--- config.mk ---
export PLATFORM = sky130hd
export DESIGN_NAME = line_switch_ctrl
export DESIGN_NICKNAME = d
export VERILOG_FILES = /design/src/rtl/lsc_pkg.sv /design/src/rtl/lsc_cmd_latch.sv /design/src/rtl/lsc_decode.sv /design/src/rtl/lsc_guard.sv /design/src/rtl/lsc_acc_release.sv /design/src/rtl/line_switch_ctrl.sv
export SDC_FILE = /design/constraint.sdc
export NUM_CORES = 1
export LEC_CHECK = 0
export BUFFER_PORTS_ARGS = -buffer_cell sky130_fd_sc_hd__buf_4
export CORE_AREA = 2 2 39 41
export CTS_BUF_LIST = sky130_fd_sc_hd__clkbuf_2
export DETAILED_ROUTE_END_ITERATION = 8
export DIE_AREA = 0 0 41 43
export GPL_TIMING_DRIVEN = 1
export PLACE_DENSITY = 0.49
export SLEW_MARGIN = 15
export SYNTH_ARGS = -nofsm -noshare
export SYNTH_HDL_FRONTEND = slang
export SYNTH_SLANG_ARGS = --single-unit
--- constraint.sdc ---
create_clock -name clk -period 3.4 [get_ports clk]
set_input_delay 0.68 -clock clk [delete_from_list [all_inputs] [get_ports clk]]
set_output_delay 0.68 -clock clk [all_outputs]
set_load 0.02 [all_outputs]
--- src/rtl/lsc_pkg.sv ---
package lsc_pkg;
  localparam int CMD_W = 2;

  typedef struct packed {
    logic brk_tip;
    logic brk_ring;
    logic ring_ret;
    logic ring_acc;
    logic tst_tip;
    logic tst_ring;
  } sw_t;

  localparam sw_t SW_OFF = '0;

  typedef enum logic [CMD_W-1:0] {
    CMD_IDLE  = 2'b00,
    CMD_TEST  = 2'b01,
    CMD_RING  = 2'b10,
    CMD_ALLOFF = 2'b11
  } cmd_e;
endpackage

--- src/rtl/lsc_cmd_latch.sv ---
module lsc_cmd_latch
  import lsc_pkg::*;
#(
  parameter int W = CMD_W
) (
  input  logic         clk,
  input  logic         rst_n,
  input  logic         hold,
  input  logic [W-1:0] cmd_in,
  output logic [W-1:0] cmd_eff
);
  logic [W-1:0] cap_q;

  // Transparent while hold is low; frozen copy otherwise.
  assign cmd_eff = hold ? cap_q : cmd_in;

  always_ff @(posedge clk or negedge rst_n) begin
    if (!rst_n) cap_q <= {W{1'b1}};
    else        cap_q <= cmd_eff;
  end
endmodule

--- src/rtl/lsc_decode.sv ---
module lsc_decode
  import lsc_pkg::*;
#(
  parameter bit MONITOR_STATE = 1'b0
) (
  input  logic [CMD_W-1:0] cmd,
  output sw_t              sw
);
  sw_t test_pat;

  generate
    if (MONITOR_STATE) begin : g_monitor
      always_comb begin
        test_pat          = SW_OFF;
        test_pat.brk_tip  = 1'b1;
        test_pat.brk_ring = 1'b1;
        test_pat.tst_tip  = 1'b1;
        test_pat.tst_ring = 1'b1;
      end
    end else begin : g_base
      always_comb begin
        test_pat          = SW_OFF;
        test_pat.tst_tip  = 1'b1;
        test_pat.tst_ring = 1'b1;
      end
    end
  endgenerate

  always_comb begin
    sw = SW_OFF;
    unique case (cmd_e'(cmd))
      CMD_IDLE: begin
        sw.brk_tip  = 1'b1;
        sw.brk_ring = 1'b1;
      end
      CMD_RING: begin
        sw.ring_ret = 1'b1;
        sw.ring_acc = 1'b1;
      end
      CMD_TEST:   sw = test_pat;
      CMD_ALLOFF: sw = SW_OFF;
      default:    sw = SW_OFF;
    endcase
  end
endmodule

--- src/rtl/lsc_guard.sv ---
module lsc_guard (
  input  logic clk,
  input  logic rst_n,
  input  logic tsd_force_low,
  input  logic tsd_force_high,
  input  logic overtemp,
  input  logic batt_above_hi,
  input  logic batt_below_lo,
  output logic force_off,
  output logic thermal_trip
);
  logic batt_fault_q;

  // Fault set dominates clear: hysteresis between the two thresholds.
  always_ff @(posedge clk or negedge rst_n) begin
    if (!rst_n)             batt_fault_q <= 1'b1;
    else if (batt_above_hi) batt_fault_q <= 1'b1;
    else if (batt_below_lo) batt_fault_q <= 1'b0;
  end

  assign thermal_trip = overtemp & ~tsd_force_high;
  assign force_off    = tsd_force_low | thermal_trip | batt_fault_q;
endmodule

--- src/rtl/lsc_acc_release.sv ---
module lsc_acc_release (
  input  logic clk,
  input  logic rst_n,
  input  logic want_on,
  input  logic zero_cross,
  output logic acc_en
);
  logic stuck_q;

  // Once conducting, only a zero-current crossing may release it.
  always_ff @(posedge clk or negedge rst_n) begin
    if (!rst_n)          stuck_q <= 1'b0;
    else if (want_on)    stuck_q <= 1'b1;
    else if (zero_cross) stuck_q <= 1'b0;
  end

  assign acc_en = want_on | stuck_q;
endmodule

--- src/rtl/line_switch_ctrl.sv ---
module line_switch_ctrl
  import lsc_pkg::*;
#(
  parameter bit MONITOR_STATE = 1'b0
) (
  input  logic clk,
  input  logic rst_n,
  input  logic ring_cmd,
  input  logic test_cmd,
  input  logic hold,
  input  logic tsd_force_low,
  input  logic tsd_force_high,
  input  logic overtemp,
  input  logic batt_above_hi,
  input  logic batt_below_lo,
  input  logic zero_cross,
  output logic brk_tip_en,
  output logic brk_ring_en,
  output logic ring_ret_en,
  output logic ring_acc_en,
  output logic tst_tip_en,
  output logic tst_ring_en,
  output logic tsd_status
);
  logic [CMD_W-1:0] cmd_eff;
  sw_t              dec_sw;
  sw_t              gated_sw;
  logic             force_off;
  logic             thermal_trip;

  lsc_cmd_latch #(.W(CMD_W)) u_latch (
    .clk     (clk),
    .rst_n   (rst_n),
    .hold    (hold),
    .cmd_in  ({ring_cmd, test_cmd}),
    .cmd_eff (cmd_eff)
  );

  lsc_decode #(.MONITOR_STATE(MONITOR_STATE)) u_decode (
    .cmd (cmd_eff),
    .sw  (dec_sw)
  );

  lsc_guard u_guard (
    .clk            (clk),
    .rst_n          (rst_n),
    .tsd_force_low  (tsd_force_low),
    .tsd_force_high (tsd_force_high),
    .overtemp       (overtemp),
    .batt_above_hi  (batt_above_hi),
    .batt_below_lo  (batt_below_lo),
    .force_off      (force_off),
    .thermal_trip   (thermal_trip)
  );

  assign gated_sw = force_off ? SW_OFF : dec_sw;

  lsc_acc_release u_acc (
    .clk        (clk),
    .rst_n      (rst_n),
    .want_on    (gated_sw.ring_acc),
    .zero_cross (zero_cross),
    .acc_en     (ring_acc_en)
  );

  assign brk_tip_en  = gated_sw.brk_tip;
  assign brk_ring_en = gated_sw.brk_ring;
  assign ring_ret_en = gated_sw.ring_ret;
  assign tst_tip_en  = gated_sw.tst_tip;
  assign tst_ring_en = gated_sw.tst_ring;
  assign tsd_status  = ~thermal_trip;
endmodule

# Yosys cells after proc, flatten, opt, wreduce, memory -nomap -nowiden
# Cells that the tools add are included.
[word_totals] register_bits=4 in_bits=11 out_inout_bits=7 word_cells=23
[classes] n_eq_ne=2 mux=9 bitwise=6 reduce_logical=3
[op_table] operator="2-bit two-way mux" count=4
[op_table] operator="6-bit two-way mux" count=1
[op_table] operator="1-bit two-way mux" count=4
[op_table] operator="2-bit nonzero test" count=2
[op_table] operator="1-bit bitwise OR" count=3
[op_table] operator="2-bit by 1-bit equality test with 1-bit output, second input constant" count=1
[op_table] operator="2-bit equality test, second input constant" count=1
[op_table] operator="2-bit logical NOT" count=1
[op_table] operator="1-bit inverter" count=2
[op_table] operator="1-bit bitwise AND" count=1

# Logic depth before layout (Yosys ltp)
# Gate-level depths: netlist of run 1.
[depth] depth_word=6 ltp_mapped=4 depth_no_buf=3

# Modules after synthesis
# Synthesis of run 1 repeated with hierarchy kept, for this count alone.
[hier_totals] hier_cells=26 area_unflattened_um2=259.0
[by_module_without_submodules] module="lsc_cmd_latch" instances=1 cells_each=4 area_per_inst_um2=75.1 seq_area_each_um2=52.6
[by_module_without_submodules] module="lsc_guard" instances=1 cells_each=5 area_per_inst_um2=57.6 seq_area_each_um2=26.3
[by_module_without_submodules] module="lsc_acc_release" instances=1 cells_each=4 area_per_inst_um2=43.8 seq_area_each_um2=25.0
[by_module_without_submodules] module="line_switch_ctrl" instances=1 cells_each=7 area_per_inst_um2=41.3 seq_area_each_um2=0.0
[by_module_without_submodules] module="lsc_decode" instances=1 cells_each=6 area_per_inst_um2=41.3 seq_area_each_um2=0.0

# Worst setup path before layout of run 1
# No wires, ideal clock.
[synth_path] path_type="input to output" startpoint="input hold" endpoint="output tst_tip_en" arrival_ns=1.826 required_time_ns=2.720 setup_slack_ns=0.894 stages=4 n_path_buf=1 cell_sequence="mux2i_2 inv_2 nor4b_2 buf_4"
[synth_via] elab_chain_len=4
[synth_rtl] item="start: declaration" line_no="line_switch_ctrl.sv:10" source="input logic hold,"
[synth_rtl] item="2-bit two-way mux" line_no="lsc_cmd_latch.sv:15" source="assign cmd_eff = hold ? cap_q : cmd_in;"
[synth_rtl] item="net cmd_eff[1]" line_no="line_switch_ctrl.sv:25" source="logic [CMD_W-1:0] cmd_eff;"
[synth_rtl] item="2-bit by 1-bit equality test with 1-bit output" line_no="lsc_decode.sv:31" source="unique case (cmd_e'(cmd))"
[synth_rtl] item="2-bit two-way mux" line_no="lsc_decode.sv:31"
[synth_rtl] item="6-bit two-way mux" line_no="line_switch_ctrl.sv:56" source="assign gated_sw = force_off ? SW_OFF : dec_sw;"
[synth_rtl] item="end: declaration" line_no="line_switch_ctrl.sv:21" source="output logic tst_tip_en,"
# The timed path passes the listed nets, and every way through them passes these cells.

# Worst setup path after layout of run 1
# Ends and elaborated chain as after synthesis.

==> key figures, run 1 <==
Setup path
  – Max FO, Critical Path: 4
  – RR Endpoint: u_acc.stuck_q$_DFFE_PN0P_
  – Crit path DAT: 1.69 ns
  – Critical path origin: hold
  – Worst setup path class: primary input to output pin
  – Reg2reg path depth: 2
  – Startpoint Class: primary input
  – WP data required: 2.72 ns
  – Reg2reg setup slack: 2.31 ns
  – Critical Path Sink: tst_tip_en
  – FF-to-FF Start: u_guard.batt_fault_q$_DFFE_PN1P_
  – CP endpoint kind: output pin

Power and ir drop
  – Tot Pwr: 141 uW
  – Max VDD drop: 0.000125 V
  – P per Cell Area: 359 nW/um2
  – Pleak: 0.000191 uW

Global routing
  – Global route total overflow: 0
  – Initial antenna violation count: 0
  – Vias in the first global route: 182
  – All-Layer GR Usage: 6.85%
  – Met1 Resource Use GR: 9.45%
  – GR peak layer: met1
  – Global-route wire length before repair: 772 um
  – Met3 GRT Util: 3.14%
  – GR Util met2: 7.50%
  – Largest net degree at the start of global routing: 7

Drt
  – 1st-pass router iterations: 4
  – Residual DRC: 0
  – WL/cell: 9.20 um
  – Initial DRC Count: 6
  – Final WL: 515 um
  – Antenna-violating nets left: 0
  – Via-to-Cell Ratio: 4.18
  – Vias: 234

Clocking
  – Worst skew pair latency: 0.21 ns
  – Reg clk slew, reported paths: 0.05 ns
  – Clock Sinks: 4
  – Root buffer cell: clkbuf_2
  – Post-CTS sizing: 0
  – CTS tree: built
  – H-tree levels: 1
  – Post-CTS setup buffer count: 0
  – TritonCTS buffer count: 3
  – Hold buffer count at cts: 0
  – CTS max path bufs: 2

Timing
  – Crit share post-route: 69.7%
  – Layout Skew: 0.00793 ns
  – Setup TNS: 0 ns
  – RSZ-0062 raised after global routing: false
  – Fin. Hold Viols: 0
  – Max Clock Freq: 422 MHz
  – Max-Slew Margin vs Limit: 69.7%
  – Final Slew Violations: 0
  – Tmin final: 2.37 ns
  – # setup viols final: 0
  – Worst-Margin Slew: 0.453 ns

Synth
  – Synth Area in Adders: 0%
  – Largest family of logic cells by synthesized area: simple AND/OR/NAND/NOR gates
  – Syn_nets: 32
  – Post-Syn Area: 240 um2
  – Post-synth top cells: dfstp_2, inv_1, buf_4, o41ai_1
  – Synth Flop Type: dfstp_2
  – Mapped Cells: 21
  – Post-synth EDFFs: 0
  – Synth top area share: 32.8%
  – Synth area leaders: dfstp_2, dfrtp_1, o41ai_1, buf_4, mux2_4
  – Cell taking the most area after synthesis: dfstp_2
  – Syn_area_per_cell: 11.4 um2
  – Compound-Gate Fraction of Synth Area: 10.4%
  – Post-synthesis sequential area ratio: 43.2%
  – Post-synthesis async set-or-reset flop share: 100%
  – Yosys cell types: 15
  – Yosys reg bits: 4
  – Ys Warns: 0
  – Post-synthesis mux area share: 12.0%
  – Synth Area in XOR/XNOR: 0%
  – Simple-gate area share of the yosys netlist: 21.9%

Cells and area
  – Number of diodes: 0
  – Storage element area: 104 um2
  – Area occupied by multi-input gates: 106 um2
  – Layout cells sized above 1: 72.5%
  – Fillcell total: 153
  – Layout Nets: 52
  – Finished Cell Area: 393 um2
  – Area Overhead vs Synth: 63.5%

Floorplan
  – Die area: 1760 um2
  – Die X: 41 um
  – Core area: 1380 um2
  – # IOs: 18
  – Die H: 43 um
  – # rows: 14
  – Starting Density: 17.4%

Placed design
  – Placed cell area: 373 um2
  – I/O Buffers: 17
  – Post-DP HPWL: 432 um
  – Gpl congestion: 0.653

Job
  – Max cap viols: 0

Hold path
  – Worst min path class: primary input to asynchronous set/reset pin

Outcome
  – Status: finished clean
registers in the layout, summed over array words and instances, names as in the netlist:
name and count:
u_acc.stuck_q 1, u_latch.cap_q 2, u_guard.batt_fault_q 1
logic make-up after synthesis:
group | count (synthesis)
AND/OR/NAND/NOR | 6
buffers and inverters | 6
flip-flops | 4
AO/OA/AOI/OAI | 3
multiplexers | 2
worst min path at each step:
stage	from	cells after the start	endpoint
floorplan	rst_n	0	u_acc.stuck_q$_DFFE_PN0P_
global placement	rst_n	1	u_acc.stuck_q$_DFFE_PN0P_
detailed placement	rst_n	1	u_acc.stuck_q$_DFFE_PN0P_
CTS	rst_n	1	u_acc.stuck_q$_DFFE_PN0P_
global route	rst_n	1	u_acc.stuck_q$_DFFE_PN0P_
finish	rst_n	1	u_acc.stuck_q$_DFFE_PN0P_
cells in the final DEF, fill, tap and decap left out:
master,Yosys,routed
a21o_1,1,1
buf_4,2,17
clkbuf_2,0,4
dfrtp_1,1,1
dfstp_2,3,3
inv_1,3,3
inv_2,1,1
mux2_4,1,1
mux2i_2,1,1
nand2b_1,1,1
nor2b_1,1,1
nor4_1,1,1
nor4_2,1,1
nor4b_2,1,1
o41ai_1,2,2
or2_1,1,1
critical path, cell delays in order:
cell     delay (ns)
buf_4          0.10
mux2i_2        0.30
inv_2          0.09
nor4b_2        0.33
buf_4          0.20
metal layers:
metal  share of wire (%)  wire length [um]
met2                  36               184
met1                  44               228
met3                  20               101
met5                   0                 0
met4                   0                 0
cell type report:
class	instances	area share, %
clock buffers	4	5.10
inverters	4	3.82
multi-input cells	11	27.1
flip-flops and latches	4	26.4
well taps	16	5.10
repair buffers	17	32.5
through the flow:
stage / instances / hold slack [ns] / util, % / setup WS [ns]
after global routing: 56 / 0.225 / 28.4 / 0.946
final: 56 / 0.256 / 28.4 / 1.03
after global placement: 52 / 0.481 / 26.9 / 1.04
after CTS: 56 / 0.247 / 28.4 / 1.01
after floorplan: 21 / 0.384 / - / 0.894
after detailed placement: 52 / 0.481 / 26.9 / 1.02
report_power, final:
group,switching [uW],leakage (uW),internal (uW)
sequential,1.40,0.0000453,53.9
combinational,16.2,0.000129,17.6
clock,20.7,0.0000166,31.1
(Power assumes the default switching activity.)
==> run 2: changes to the inputs <==
clock period = 2.26 ns   (was 3.4 ns; I/O delays follow)
==> run 2 against run 1 <==
Against the previous run:
- critical path depth is the same
- register-to-register slack lost 1.2 ns
- combinational power grew 49%
- sequential power grew 51%
- clock power grew 52%
==> key figures, run 2 (synthesis results as in run 1) <==
Outcome
  – Status: finished clean

Power and ir drop
  – Max VDD drop: 0.000179 V (+44%)
  – Pleak: 0.000191 uW (unchanged)
  – Tot Pwr: 212 uW (+51%)
  – P per Cell Area: 540 nW/um2 (+51%)

Timing
  – RSZ-0062 raised after global routing: false
  – Tmin final: 1.91 ns
  – Layout Skew: 0.00551 ns (-0.00242 ns)
  – Setup TNS: 0 ns (unchanged)
  – Crit share post-route: 84.5%
  – # setup viols final: 0 (unchanged)
  – Fin. Hold Viols: 0 (unchanged)
  – Max Clock Freq: 524 MHz
  – Final Slew Violations: 0 (unchanged)
  – Max-Slew Margin vs Limit: 70.0% (+0.25 points)
  – Worst-Margin Slew: 0.450 ns (-0.00367 ns)

Clocking
  – Clock Sinks: 4 (unchanged)
  – Hold buffer count at cts: 0 (unchanged)
  – Post-CTS sizing: 0 (unchanged)
  – TritonCTS buffer count: 3 (unchanged)
  – Reg clk slew, reported paths: 0.05 ns (about the same)
  – H-tree levels: 1 (unchanged)
  – Root buffer cell: clkbuf_2
  – CTS max path bufs: 2 (unchanged)
  – Post-CTS setup buffer count: 0 (unchanged)
  – CTS tree: built
  – Worst skew pair latency: 0.21 ns (about the same)

Cells and area
  – Number of flip-flops in the largest register: 2 (unchanged)
  – Layout cells sized above 1: 72.5% (unchanged)
  – Number of diodes: 0 (unchanged)
  – Biggest regs: u_latch.cap_q x2, u_acc.stuck_q x1, u_guard.batt_fault_q x1
  – Storage element area: 104 um2 (unchanged)
  – Area occupied by multi-input gates: 106 um2 (unchanged)
  – Commonest non-fill, non-tap cell in the layout: buf_4
  – Layout Nets: 52 (unchanged)
  – Commonest cells after routing, fill and taps aside: buf_4, clkbuf_2, inv_1, dfstp_2, o41ai_1
  – Area Overhead vs Synth: 63.5% (unchanged)
  – Most flop-heavy register: u_latch.cap_q
  – Fillcell total: 149 (-2.6%)

Setup path
  – Startpoint Class: primary input
  – CP endpoint kind: output pin
  – Reg2reg setup slack: 1.16 ns (-1.15 ns)
  – Max FO, Critical Path: 4 (unchanged)
  – RR Endpoint: u_acc.stuck_q$_DFFE_PN0P_
  – Crit path DAT: 1.46 ns (-0.23 ns)
  – WP data required: 1.81 ns (-0.91 ns)
  – Worst setup path class: primary input to output pin
  – Critical path origin: hold
  – Reg2reg path depth: 2 (unchanged)
  – FF-to-FF Start: u_guard.batt_fault_q$_DFFE_PN1P_

Global routing
  – Global-route wire length before repair: 724 um (-6.2%)
  – Global route total overflow: 0 (unchanged)
  – All-Layer GR Usage: 6.34% (-0.52 points)
  – Vias in the first global route: 181 (-0.55%)
  – Initial antenna violation count: 0 (unchanged)
  – Largest net degree at the start of global routing: 7 (unchanged)

Floorplan
  – # rows: 14 (unchanged)
  – Die area: 1760 um2 (unchanged)
  – Starting Density: 17.4% (unchanged)
  – Die H: 43 um (unchanged)
  – Die X: 41 um (unchanged)
  – Core area: 1380 um2 (unchanged)
  – # IOs: 18 (unchanged)

Drt
  – Final WL: 497 um (-3.5%)
  – Antenna-violating nets left: 0 (unchanged)
  – 1st-pass router iterations: 2 (-2)
  – Residual DRC: 0 (unchanged)
  – Initial DRC Count: 2 (-4)
  – WL/cell: 8.88 um (-3.5%)
  – Via-to-Cell Ratio: 3.96 (-5.1%)
  – Vias: 222 (-5.1%)

Placed design
  – I/O Buffers: 17 (unchanged)
  – Gpl congestion: 0.622 (-4.7%)

Job
  – Max cap viols: 0 (unchanged)

Hold path
  – Worst min path class: primary input to asynchronous set/reset pin
## run 2: cell counts in the layout (fill, tap and decap cells not counted)
Identical to the previous run, type by type.
## run 2: through the flow
stage                     hold slack, ns  util [%]  instances  worst slack [ns]  area (um2)
after global placement             0.253      26.9         52             0.356         373
after global routing             0.00725      28.4         56             0.231         393
after CTS                         0.0142      28.4         56             0.328         393
after floorplan                    0.156         -         21             0.210         240
final                             0.0297      28.4         56             0.350         393
after detailed placement           0.254      26.9         52             0.332         373
## run 2: routing by layer
metal / global-route usage, % / up-vias / share of wire (%)
met5: 0 / - / 0
met4: 4.00 / 0 / 0
met3: 3.14 / 0 / 19
met2: 7.50 / 17 / 34
met1: 8.74 / 93 / 47
li1: - / 112 / -
## run 2: layout make-up
class                           count  area share [%]
Inverter                            4            3.82
Multi-Input combinational cell     11            27.1
Sequential cell                     4            26.4
Tap cell                           16            5.10
Clock buffer                        4            5.10
Timing Repair Buffer               17            32.5
## run 2: critical path, cell delays in order
cell	delay (ns)
buf_4	0.10
mux2i_2	0.29
inv_2	0.09
nor4_2	0.33
buf_4	0.20
## run 2: worst max path at each step
stage / to / slack [ns]
2_1_floorplan: tst_tip_en / 0.21
3_3_place_gp: brk_tip_en / 0.36
3_5_place_dp: tst_ring_en / 0.33
4_1_cts: tst_ring_en / 0.33
5_1_grt: brk_tip_en / 0.23
6_report: brk_tip_en / 0.35
## run 2: power by group
part,internal (uW),leakage (uW),switching (uW),total (uW)
clock network,46.8,0.0000166,31.9,78.7
registers,81.0,0.0000453,2.31,83.3
logic,26.4,0.000129,23.9,50.3
total,154,0.000191,58.1,212
